File: config.mk
export PLATFORM = sky130hd
export DESIGN_NAME = lcd_timing_gen
export DESIGN_NICKNAME = d
export VERILOG_FILES = /design/src/rtl/lcd_tg_pkg.sv /design/src/rtl/lcd_tg_clkdiv.sv /design/src/rtl/lcd_tg_axis.sv /design/src/rtl/lcd_tg_irq.sv /design/src/rtl/lcd_timing_gen.sv
export SDC_FILE = /design/constraint.sdc
export NUM_CORES = 1
export LEC_CHECK = 0
export BUFFER_PORTS_ARGS = -buffer_cell sky130_fd_sc_hd__buf_2
export CORE_MARGIN = 3
export CORE_UTILIZATION = 46
export DETAILED_ROUTE_END_ITERATION = 10
export HOLD_SLACK_MARGIN = 0.12
export PLACE_DENSITY = 0.85
export REMOVE_ABC_BUFFERS = 1
export SYNTH_ARGS = -nofsm -noshare
export SYNTH_HDL_FRONTEND = slang
export SYNTH_SLANG_ARGS = --single-unit
File: constraint.sdc
create_clock -name clk -period 2.2 [get_ports clk]
set_clock_uncertainty 0.1 [all_clocks]
set_input_delay 0.44 -clock clk [delete_from_list [all_inputs] [get_ports clk]]
set_output_delay 0.44 -clock clk [all_outputs]
set_load 0.03 [all_outputs]
File: src/rtl/lcd_tg_pkg.sv
package lcd_tg_pkg;

   typedef enum logic [1:0] {
      PH_SYNC  = 2'd0,
      PH_BACK  = 2'd1,
      PH_ACT   = 2'd2,
      PH_FRONT = 2'd3
   } tg_phase_e;

   function automatic tg_phase_e tg_next_phase(input tg_phase_e ph);
      case (ph)
         PH_SYNC:  return PH_BACK;
         PH_BACK:  return PH_ACT;
         PH_ACT:   return PH_FRONT;
         default:  return PH_SYNC;
      endcase
   endfunction

endpackage

File: src/rtl/lcd_tg_clkdiv.sv
module lcd_tg_clkdiv #(
   parameter int DIV_W = 8
) (
   input  logic             clk,
   input  logic             rst_n,
   input  logic             div_on,
   input  logic [DIV_W-1:0] div_m1,
   output logic             pix_ce
);

   if (DIV_W < 1) begin : g_bad_div_w
      $error("lcd_tg_clkdiv: DIV_W must be at least 1");
   end

   logic [DIV_W-1:0] dcnt;
   logic             wrap;

   assign wrap   = (dcnt >= div_m1);
   assign pix_ce = !div_on || wrap;

   always_ff @(posedge clk or negedge rst_n) begin
      if (!rst_n) begin
         dcnt <= '0;
      end else if (!div_on || wrap) begin
         dcnt <= '0;
      end else begin
         dcnt <= dcnt + 1'b1;
      end
   end

   // the count never runs past the programmed ratio
   a_r1_cnt_bound: assert property (@(posedge clk) disable iff (!rst_n)
      div_on |=> (dcnt <= $past(div_m1)));

endmodule

File: src/rtl/lcd_tg_axis.sv
module lcd_tg_axis
   import lcd_tg_pkg::*;
#(
   parameter int W = 12
) (
   input  logic      clk,
   input  logic      rst_n,
   input  logic      reload,
   input  logic      step,
   input  logic [W-1:0] len_sync,
   input  logic [W-1:0] len_back,
   input  logic [W-1:0] len_act,
   input  logic [W-1:0] len_front,
   output tg_phase_e phase,
   output logic      last
);

   if (W < 1) begin : g_bad_w
      $error("lcd_tg_axis: W must be at least 1");
   end

   logic [W-1:0] cnt;
   logic [W-1:0] next_len;
   tg_phase_e    nph;

   assign nph  = tg_next_phase(phase);
   assign last = (phase == PH_FRONT) && (cnt == '0);

   always_comb begin
      case (nph)
         PH_SYNC:  next_len = len_sync;
         PH_BACK:  next_len = len_back;
         PH_ACT:   next_len = len_act;
         default:  next_len = len_front;
      endcase
   end

   always_ff @(posedge clk or negedge rst_n) begin
      if (!rst_n) begin
         phase <= PH_SYNC;
         cnt   <= '0;
      end else if (reload) begin
         phase <= PH_SYNC;
         cnt   <= len_sync;
      end else if (step) begin
         if (cnt == '0) begin
            phase <= nph;
            cnt   <= next_len;
         end else begin
            cnt <= cnt - 1'b1;
         end
      end
   end

   // a phase is left only when its count has run out
   a_r3_r4_phase_hold: assert property (@(posedge clk) disable iff (!rst_n)
      (!reload && !(step && cnt == '0)) |=> (phase == $past(phase)));

endmodule

File: src/rtl/lcd_tg_irq.sv
module lcd_tg_irq
   import lcd_tg_pkg::*;
(
   input  logic      clk,
   input  logic      rst_n,
   input  logic      running,
   input  tg_phase_e vphase,
   input  logic [1:0] sel,
   input  logic      irq_en,
   input  logic      frame_en,
   input  logic      clr,
   output logic      pend,
   output logic      irq
);

   logic      run_prev;
   tg_phase_e ph_prev;
   logic      entered;
   logic      event_hit;

   assign entered   = running && (!run_prev || (vphase != ph_prev));
   assign event_hit = entered && (vphase == tg_phase_e'(sel)) && irq_en && frame_en;
   assign irq       = pend && irq_en;

   always_ff @(posedge clk or negedge rst_n) begin
      if (!rst_n) begin
         run_prev <= 1'b0;
         ph_prev  <= PH_SYNC;
         pend     <= 1'b0;
      end else begin
         run_prev <= running;
         ph_prev  <= vphase;
         if (event_hit) begin
            pend <= 1'b1;
         end else if (clr) begin
            pend <= 1'b0;
         end
      end
   end

   // the pending flag only drops under a clear strobe
   a_r11_fall_needs_clear: assert property (@(posedge clk) disable iff (!rst_n)
      $fell(pend) |-> $past(clr));

   // the pending flag only rises with both enables set
   a_r10_rise_needs_enables: assert property (@(posedge clk) disable iff (!rst_n)
      $rose(pend) |-> $past(irq_en && frame_en));

endmodule

File: src/rtl/lcd_timing_gen.sv
module lcd_timing_gen
   import lcd_tg_pkg::*;
#(
   parameter int H_W     = 12,
   parameter int V_W     = 11,
   parameter int DIV_W   = 8,
   parameter bit OUT_REG = 1'b0
) (
   input  logic             clk,
   input  logic             rst_n,
   input  logic             video_en,
   input  logic             div_on,
   input  logic [DIV_W-1:0] div_m1,
   input  logic [H_W-1:0]   h_sync_m1,
   input  logic [H_W-1:0]   h_back_m1,
   input  logic [H_W-1:0]   h_act_m1,
   input  logic [H_W-1:0]   h_front_m1,
   input  logic [V_W-1:0]   v_sync_m1,
   input  logic [V_W-1:0]   v_back_m1,
   input  logic [V_W-1:0]   v_act_m1,
   input  logic [V_W-1:0]   v_front_m1,
   input  logic             hs_inv,
   input  logic             vs_inv,
   input  logic             de_inv,
   input  logic             irq_en,
   input  logic             irq_frame_en,
   input  logic [1:0]       irq_sel,
   input  logic             irq_clr,
   output logic             pix_ce,
   output logic             hsync,
   output logic             vsync,
   output logic             de,
   output logic             irq_pend,
   output logic             irq
);

   if (H_W < 2 || V_W < 2) begin : g_bad_geom
      $error("lcd_timing_gen: H_W and V_W must be at least 2");
   end

   logic      tick;
   logic      running;
   tg_phase_e hph, vph;
   logic      h_last, v_last;
   logic      frame_last;
   logic      hs_act, vs_act, de_act;

   lcd_tg_clkdiv #(.DIV_W(DIV_W)) u_div (
      .clk    (clk),
      .rst_n  (rst_n),
      .div_on (div_on),
      .div_m1 (div_m1),
      .pix_ce (tick)
   );

   lcd_tg_axis #(.W(H_W)) u_hax (
      .clk       (clk),
      .rst_n     (rst_n),
      .reload    (!running),
      .step      (tick && running),
      .len_sync  (h_sync_m1),
      .len_back  (h_back_m1),
      .len_act   (h_act_m1),
      .len_front (h_front_m1),
      .phase     (hph),
      .last      (h_last)
   );

   lcd_tg_axis #(.W(V_W)) u_vax (
      .clk       (clk),
      .rst_n     (rst_n),
      .reload    (!running),
      .step      (tick && running && h_last),
      .len_sync  (v_sync_m1),
      .len_back  (v_back_m1),
      .len_act   (v_act_m1),
      .len_front (v_front_m1),
      .phase     (vph),
      .last      (v_last)
   );

   assign frame_last = h_last && v_last;

   always_ff @(posedge clk or negedge rst_n) begin
      if (!rst_n) begin
         running <= 1'b0;
      end else if (tick) begin
         if (!running) begin
            running <= video_en;
         end else if (frame_last && !video_en) begin
            running <= 1'b0;
         end
      end
   end

   assign hs_act = running && (hph == PH_SYNC);
   assign vs_act = running && (vph == PH_SYNC);
   assign de_act = running && (hph == PH_ACT) && (vph == PH_ACT);

   if (OUT_REG) begin : g_out_reg
      logic hs_q, vs_q, de_q;
      always_ff @(posedge clk or negedge rst_n) begin
         if (!rst_n) begin
            hs_q <= 1'b0;
            vs_q <= 1'b0;
            de_q <= 1'b0;
         end else begin
            hs_q <= hs_act ^ hs_inv;
            vs_q <= vs_act ^ vs_inv;
            de_q <= de_act ^ de_inv;
         end
      end
      assign hsync = hs_q;
      assign vsync = vs_q;
      assign de    = de_q;
   end else begin : g_out_comb
      assign hsync = hs_act ^ hs_inv;
      assign vsync = vs_act ^ vs_inv;
      assign de    = de_act ^ de_inv;
   end

   assign pix_ce = tick;

   lcd_tg_irq u_irq (
      .clk      (clk),
      .rst_n    (rst_n),
      .running  (running),
      .vphase   (vph),
      .sel      (irq_sel),
      .irq_en   (irq_en),
      .frame_en (irq_frame_en),
      .clr      (irq_clr),
      .pend     (irq_pend),
      .irq      (irq)
   );

   // the raster only starts on a pixel tick with video enabled
   a_r6_start_on_tick: assert property (@(posedge clk) disable iff (!rst_n)
      $rose(running) |-> $past(tick && video_en));

   // the raster only stops at the last tick of a frame
   a_r7_stop_at_frame_end: assert property (@(posedge clk) disable iff (!rst_n)
      $fell(running) |-> $past(tick && frame_last && !video_en));

   // vertical sync starts together with horizontal sync
   a_r4_vs_with_hs: assert property (@(posedge clk) disable iff (!rst_n)
      $rose(vs_act) |-> $rose(hs_act));

   // the active part always follows the back porch
   a_r3_de_after_back: assert property (@(posedge clk) disable iff (!rst_n)
      $rose(de_act) |-> ($past(hph) == PH_BACK));

endmodule

Word-level counts from Yosys, hierarchy flattened
Index checks and enable logic that the tools add are counted.

storage, ports and cells
  flip-flop bits (word level) = 40
  input bits = 112
  output and inout port bits = 6
  word-level logic and storage cells = 82

cells by class
  add/sub/neg operators = 3
  order comparisons = 1
  equal/unequal tests = 16
  muxes and demuxes = 21
  bitwise gates (word level) = 3
  reductions and logical operators = 29

operators with widths
  operator                 number
  $mux W12                 3
  $pmux W12 S3             1
  $mux W11                 3
  $pmux W11 S3             1
  $logic_and A1 B1 Y1      15
  $eq A2 B2 Y1 const B     6
  $logic_not A12 Y1        1
  $mux W2                  6
  $pmux W2 S3              2
  $sub A12 B1 Y12 const B  1
  $logic_not A11 Y1        1
  $sub A11 B1 Y11 const B  1
  $add A8 B1 Y8 const B    1
  $eq A2 B1 Y1 const B     4
  $ge A8 B8 Y1             1
  $logic_not A2 Y1         4
  $mux W8                  1
  $ne A2 B1 Y1 const B     4
  $mux W1                  4
  $reduce_and A2 Y1        2
  $logic_not A1 Y1         3
  $xor A1 B1 Y1            3
  $eq A2 B2 Y1             1
  $logic_or A1 B1 Y1       2
  other kinds (2)          2

Depth between registers and ports, before layout
  depth in word-level cells = 7
  depth in mapped cells = 9

By module
A second synthesis with hierarchy kept.

second synthesis, totals
  cells, all modules = 410
  area total of the unflattened synthesis = 3545.9 um2

by module, submodules not included
  module               instances  cells an instance  area each (um2)
  lcd_tg_axis (u_hax)  1          169                1421.4
  lcd_tg_axis (u_vax)  1          158                1283.7
  lcd_tg_clkdiv        1          56                 545.5
  lcd_tg_irq           1          13                 173.9
  lcd_timing_gen       1          14                 121.4

Worst setup path after synthesis
No wires, ideal clock.

  path type = input to output
  start point = input port div_m1[3]
  end point = output port pix_ce
  arrival = 1.898 ns
  required time = 1.660 ns
  path slack = -0.238 ns
  stages = 7
  path buffers = 1
  cell sequence = inv_1 -> ha_1 -> o211ai_1 -> o21a_1 -> o21a_1 -> inv_1 -> clkbuf_1

on the way
  longest elaborated chain between the ends = 2

ends and longest elaborated chain
  item                RTL line              RTL
  from (decl)         lcd_timing_gen.sv:13  input logic [DIV_W-1:0] div_m1,
  $ge A8 B8 Y1        lcd_tg_clkdiv.sv:18   assign wrap = (dcnt >= div_m1);
  $logic_or A1 B1 Y1  lcd_tg_clkdiv.sv:19   assign pix_ce = !div_on || wrap;
  to (decl)           lcd_timing_gen.sv:29  output logic pix_ce,

Every way passes these cells.

Worst setup path in the final report
  start point = register u_div.dcnt[3]
  end point = register u_vax.phase[0]

on the way
  longest elaborated chain between the ends = 6

ends and longest elaborated chain
  item                                RTL line              RTL
  from (decl)                         lcd_tg_clkdiv.sv:15   logic [DIV_W-1:0] dcnt;
  from (signal assigned)              lcd_tg_clkdiv.sv:27   dcnt <= dcnt + 1'b1;
  $ge A8 B8 Y1                        lcd_tg_clkdiv.sv:18
  $logic_or A1 B1 Y1                  lcd_tg_clkdiv.sv:19
  $logic_and A1 B1 Y1 (2 in series)   lcd_timing_gen.sv:73  .step (tick && running && h_last),
  $ne A2 B1 Y1 (no source line)       --
  $reduce_and A2 Y1 (no source line)  --
  to (signal assigned)                lcd_tg_axis.sv:47     phase <= nph;
  to (decl)                           lcd_tg_axis.sv:14     output tg_phase_e phase,

Every way passes these cells.
A chain may end at the register's enable or synchronous reset.

==> summary by stage <==
Die
The floorplan step set the die width to around 92 microns. The row count is 30. The floorplan die area is 0.008420 sq mm.

The initial cell density of the core is 48.72%. Measured along the y axis, the die boundary spans 91.76 microns. In this run the count of I/O pins placed on the die edge is ~120. The area inside the core boundary is between 0.006 and 0.007 sq mm.

STA
Subtracting the final worst setup slack from the clock period gives 2.280 ns. The number of endpoints with negative hold slack in the final report is 0. The transition at the pin with the smallest max-transition slack is about 0.57 ns.

The count of pins over their slew limit is 0. For this run, the top clock speed supported by timing is about 440 MHz. Setup repair after global routing could not meet its margin everywhere. After layout, the worst path uses 103.6% of the clock period. In this run the tightest slew margin relative to its limit is 61.57%. The final-report setup violation count is 8. The final critical-path setup slack is -0.08023 ns.

Synth
The adder-cell share of the synthesized area is under 10%. The top-area cell type share of the netlist area is 29.59%. The number of standard cells after synthesis is ~410.

The number of warnings reported in the yosys synthesis log is 0. The most used flip-flop cell after synthesis is sky130_fd_sc_hd__dfrtp_1. The compound-gate portion of the synthesized area is 29.84%. The combinational family with the most area after synthesis is compound AO/OA/AOI/OAI gates. The mux share of post-synthesis cell area is under 10%. Of the total synthesized cell area, the portion taken by AND, OR, NAND and NOR gates is 19.16%. The average size of a mapped cell is around 8.3 sq um. The number of synthesized flops with an enable pin is 0.

Counting flops and latches in the post-synthesis netlist gives 40. After synthesis, the cell types taking the most area are sky130_fd_sc_hd__dfrtp_1, sky130_fd_sc_hd__ha_1, sky130_fd_sc_hd__a222oi_1. The xor and xnor area share after synthesis is 3.624%. The synthesized area is 0.003383 sq mm. Synthesis instantiated 57 different standard cells from the library.

Counting flops with an async set or reset pin after synthesis yields a share of 100.0%. The part of the Yosys area used for sequential elements is slightly below 30%. sky130_fd_sc_hd__dfrtp_1 takes more of the synthesized area than any other cell.

Layout
The finished cells cover 0.004706 sq mm. In the layout the commonest cells are sky130_fd_sc_hd__buf_2, sky130_fd_sc_hd__buf_4, sky130_fd_sc_hd__nor2_1, sky130_fd_sc_hd__dfrtp_1, sky130_fd_sc_hd__inv_1. Measured on the finished design, the core utilization comes to 67.77%. Leaving out fill and tap cells, the most frequent cell in the layout is sky130_fd_sc_hd__buf_2. The fraction of final layout cells sized beyond drive strength 1 is around two fifths. The number of antenna diodes in the final layout is 0. From synthesis to final layout, the design area changed by 39.09%. The number of nets in the layout is 697.

CTS
The level count of the clock H-tree is 2. In this run the deepest clock path goes through 2 buffers. Clock-pin slew was measured on the worst setup and hold paths at 0.09 ns. The number of buffers created by CTS is 5.

The sink count of the clock tree is 40. The clock tree from TritonCTS is yes. The root buffer selected by CTS is sky130_fd_sc_hd__clkbuf_8. The clock network latency to the later pin of the worst-skew pair is 0.30 ns.

Setup path
Walking the worst path, the cells encountered are ha_4 -> o211ai_1 -> o21a_2 -> buf_4 -> a2111oi_4 -> buf_4 -> nand2_1 -> o311a_1. For the worst setup path, the data arrival time is around 2.4 ns. The worst register-to-register path has a depth of 8. For flop-to-flop paths, the worst setup slack is -0.08 ns. The required time at the endpoint of the critical path is 2.29 ns.

The reg-to-reg endpoint is u_vax.phase[0]$_DFFE_PN0P_. Counting stages on the worst path, the most repeated cell is sky130_fd_sc_hd__buf_4. The number of buffers and inverters on the critical path is 2.

The critical path is of the reg -> reg type. The family of cells with the greatest summed delay on the critical path is compound AO/OA/AOI/OAI gates. In this run the worst path has a maximum fanout of 5.

The worst register-to-register path begins at u_div.dcnt[3]$_DFF_PN0_. The cell type of the slowest stage on the worst timing path is sky130_fd_sc_hd__dfrtp_1. The worst setup path is launched from a flop.

STA classifies the critical path endpoint as a flop. On the worst path, the slowest cell contributes a delay of ~0.42 ns.

Detailed routing
The final route contains 3,900 vias. The remaining routing DRC violations is 0. Once detail routing completed, the nets flagged for antenna violations numbered 0. The per-cell via count in the routed design is 5.927. Wires add up to 10,960 microns. The violation count after the first detailed-routing iteration is 410.

Dividing the detail-routed wire length by the instance count gives 16.66 microns. Before antenna repair, the detailed router went through 8 iterations.

Min path
The worst hold path passes through 2 cells. The type of the tightest min-delay check is in -> reg. The startpoint identified for the worst hold timing path is irq_clr. The end point of the worst hold path is u_irq.pend$_DFFE_PN0P_.

Flow run
The tool flagged a number of max-cap violations equal to 0.

GRT
The total congestion overflow after global routing is 0. Entering global routing, the biggest net connects 41 pins. For this run, the total global-route usage over all layers was measured as 25.03%. The global-route wire length before repair is 17,550 microns. The number of antenna violations at the first check in global routing is 0. The via count of the first global-routing pass is 3,816.

Place
The congestion estimate from routability-driven global placement came to between 0.9 and 1. In this run the cell area measured after placement is 0.004333 sq mm. The HPWL reported at the end of detailed placement is 7892 microns.

In this run the tool buffered the top-level ports with 117 buffer cells.

Power and ir drop
The switching power share of the total is 37.24%. The clock network burns between 20% and 30% of the power. The analysis attributes to net switching a power of roughly 0.00095 W.

The share of power burned in combinational logic is 34.9%. The analysis attributes to cell leakage a power of approximately 2.2 nW. The part of the total power dissipated in sequential elements is 43.7%. The cell area power density is 540.1 mW/mm^2. The worst IR drop on VDD is 0.0004096 V.

The cell-internal power is between 0.0015 and 0.002 W.

Outcome
The final reports fail on setup timing. The flow ran to the end, but the final reports show violations.
==> final cells by class <==
cell class / instances / area [sq um]
Timing Repair Buffer: 172 / 1018
Tap cell: 96 / 120.1
Multi-Input combinational cell: 308 / 2341
Sequential cell: 40 / 1001
Clock inverter: 2 / 15.01
Fill cell: 550 / 2238
Inverter: 34 / 127.6
Clock buffer: 6 / 82.58
==> metrics by stage <==
step	instances	setup TNS [ns]	total power (W)	setup WS (ns)	hold WS [ns]
final	658	-0.3623	0.002541	-0.08023	0.2231
after global placement	641	-1.363	0.001888	-0.1620	0.4259
after floorplan	381	-5.531	0.001565	-0.3356	0.04441
after global routing	658	-1.248	0.002691	-0.1383	0.2535
after detailed placement	641	-2.669	0.001933	-0.2405	0.4439
after CTS	652	-0.3366	0.002488	-0.1027	0.2284
==> worst max path at each step <==
stage                                       start                          to  depth (start not counted)
after floorplan                         div_m1[3]    u_hax.cnt[1]$_DFFE_PN0P_                          8
after global placement                  div_m1[3]    u_vax.cnt[6]$_DFFE_PN0P_                          8
after detailed placement                div_m1[1]    u_vax.cnt[6]$_DFFE_PN0P_                          8
after CTS                 u_div.dcnt[1]$_DFF_PN0_                      pix_ce                          6
after global routing      u_div.dcnt[1]$_DFF_PN0_  u_vax.phase[0]$_DFFE_PN0P_                          8
final                     u_div.dcnt[3]$_DFF_PN0_  u_vax.phase[0]$_DFFE_PN0P_                          8
==> registers in the layout (all words and copies together), names as in the netlist <==
signal          count
running             1
u_div.dcnt          8
u_hax.cnt          12
u_hax.phase         2
u_irq.pend          1
u_irq.ph_prev       2
u_irq.run_prev      1
u_vax.cnt          11
u_vax.phase         2
==> cells in the mapped netlist, types with 3 or more instances <==
| master | count |
|---|---|
| sky130_fd_sc_hd__a222oi_1 | 23 |
| sky130_fd_sc_hd__o21ai_1 | 3 |
| sky130_fd_sc_hd__a21oi_1 | 15 |
| sky130_fd_sc_hd__dfrtp_1 | 40 |
| sky130_fd_sc_hd__nor2b_1 | 6 |
| sky130_fd_sc_hd__nor3_1 | 5 |
| sky130_fd_sc_hd__or3_1 | 3 |
| sky130_fd_sc_hd__nor4_1 | 6 |
| sky130_fd_sc_hd__nand2_1 | 26 |
| sky130_fd_sc_hd__mux2_2 | 4 |
| sky130_fd_sc_hd__buf_2 | 5 |
| sky130_fd_sc_hd__o31ai_1 | 6 |
| sky130_fd_sc_hd__o41ai_1 | 3 |
| sky130_fd_sc_hd__o22ai_1 | 6 |
| sky130_fd_sc_hd__inv_1 | 34 |
| sky130_fd_sc_hd__ha_1 | 24 |
| sky130_fd_sc_hd__nor2_1 | 49 |
| sky130_fd_sc_hd__clkbuf_1 | 20 |
| sky130_fd_sc_hd__xnor2_1 | 8 |
| sky130_fd_sc_hd__o21ai_0 | 24 |
| sky130_fd_sc_hd__and3_1 | 3 |
| sky130_fd_sc_hd__a211oi_1 | 6 |
| sky130_fd_sc_hd__a31oi_1 | 14 |
| sky130_fd_sc_hd__o211ai_1 | 4 |
| sky130_fd_sc_hd__o21a_1 | 9 |
| sky130_fd_sc_hd__xor2_1 | 6 |
| sky130_fd_sc_hd__nand3_1 | 13 |
| sky130_fd_sc_hd__a21boi_0 | 3 |
==> power by group through the flow <==
stage          Clock (W)  Combinational (W)  Sequential [W]
3_3_place_gp           0           0.000787         0.00110
4_1_cts         0.000545           0.000846         0.00110
2_1_floorplan          0           0.000475         0.00109
3_5_place_dp           0           0.000826         0.00111
6_report        0.000544           0.000886         0.00111
5_1_grt         0.000574           0.000983         0.00113
==> worst reg2reg max path: stages (launching register included) <==
cell	delay (ns)
sky130_fd_sc_hd__dfrtp_1	0.42
sky130_fd_sc_hd__ha_4	0.29
sky130_fd_sc_hd__o211ai_1	0.07
sky130_fd_sc_hd__o21a_2	0.23
sky130_fd_sc_hd__buf_4	0.16
sky130_fd_sc_hd__a2111oi_4	0.34
sky130_fd_sc_hd__buf_4	0.20
sky130_fd_sc_hd__nand2_1	0.07
sky130_fd_sc_hd__o311a_1	0.29
==> routing by layer <==
metal / vias up / track usage (%) / wire length, microns
met3: 24 / 3.610 / 755
met1: 1849 / 32.22 / 4525
met2: 191 / 43.70 / 5440
li1: 1836 / - / -
met5: - / 0 / 0
met4: 0 / 6.931 / 238
==> kinds of logic (layout without fill, tap and decap cells) <==
family	Yosys count	in the layout
adder cells (fa/ha/maj)	24	24
flip-flops	40	40
buffers and inverters	61	214
AO/OA/AOI/OAI	136	137
AND/OR/NAND/NOR	127	127
XOR/XNOR	14	14
multiplexers	6	6
==> repair_timing <==
item	in CTS	in global routing
buffers inserted	2	6
gates cloned	0	1
gates resized for setup	22	17
hold endpoints to repair	13	0
hold buffers	1	0
pin swaps	5	25
setup endpoints to repair	9	21
No activity file was read; power rests on OpenSTA's default activity.
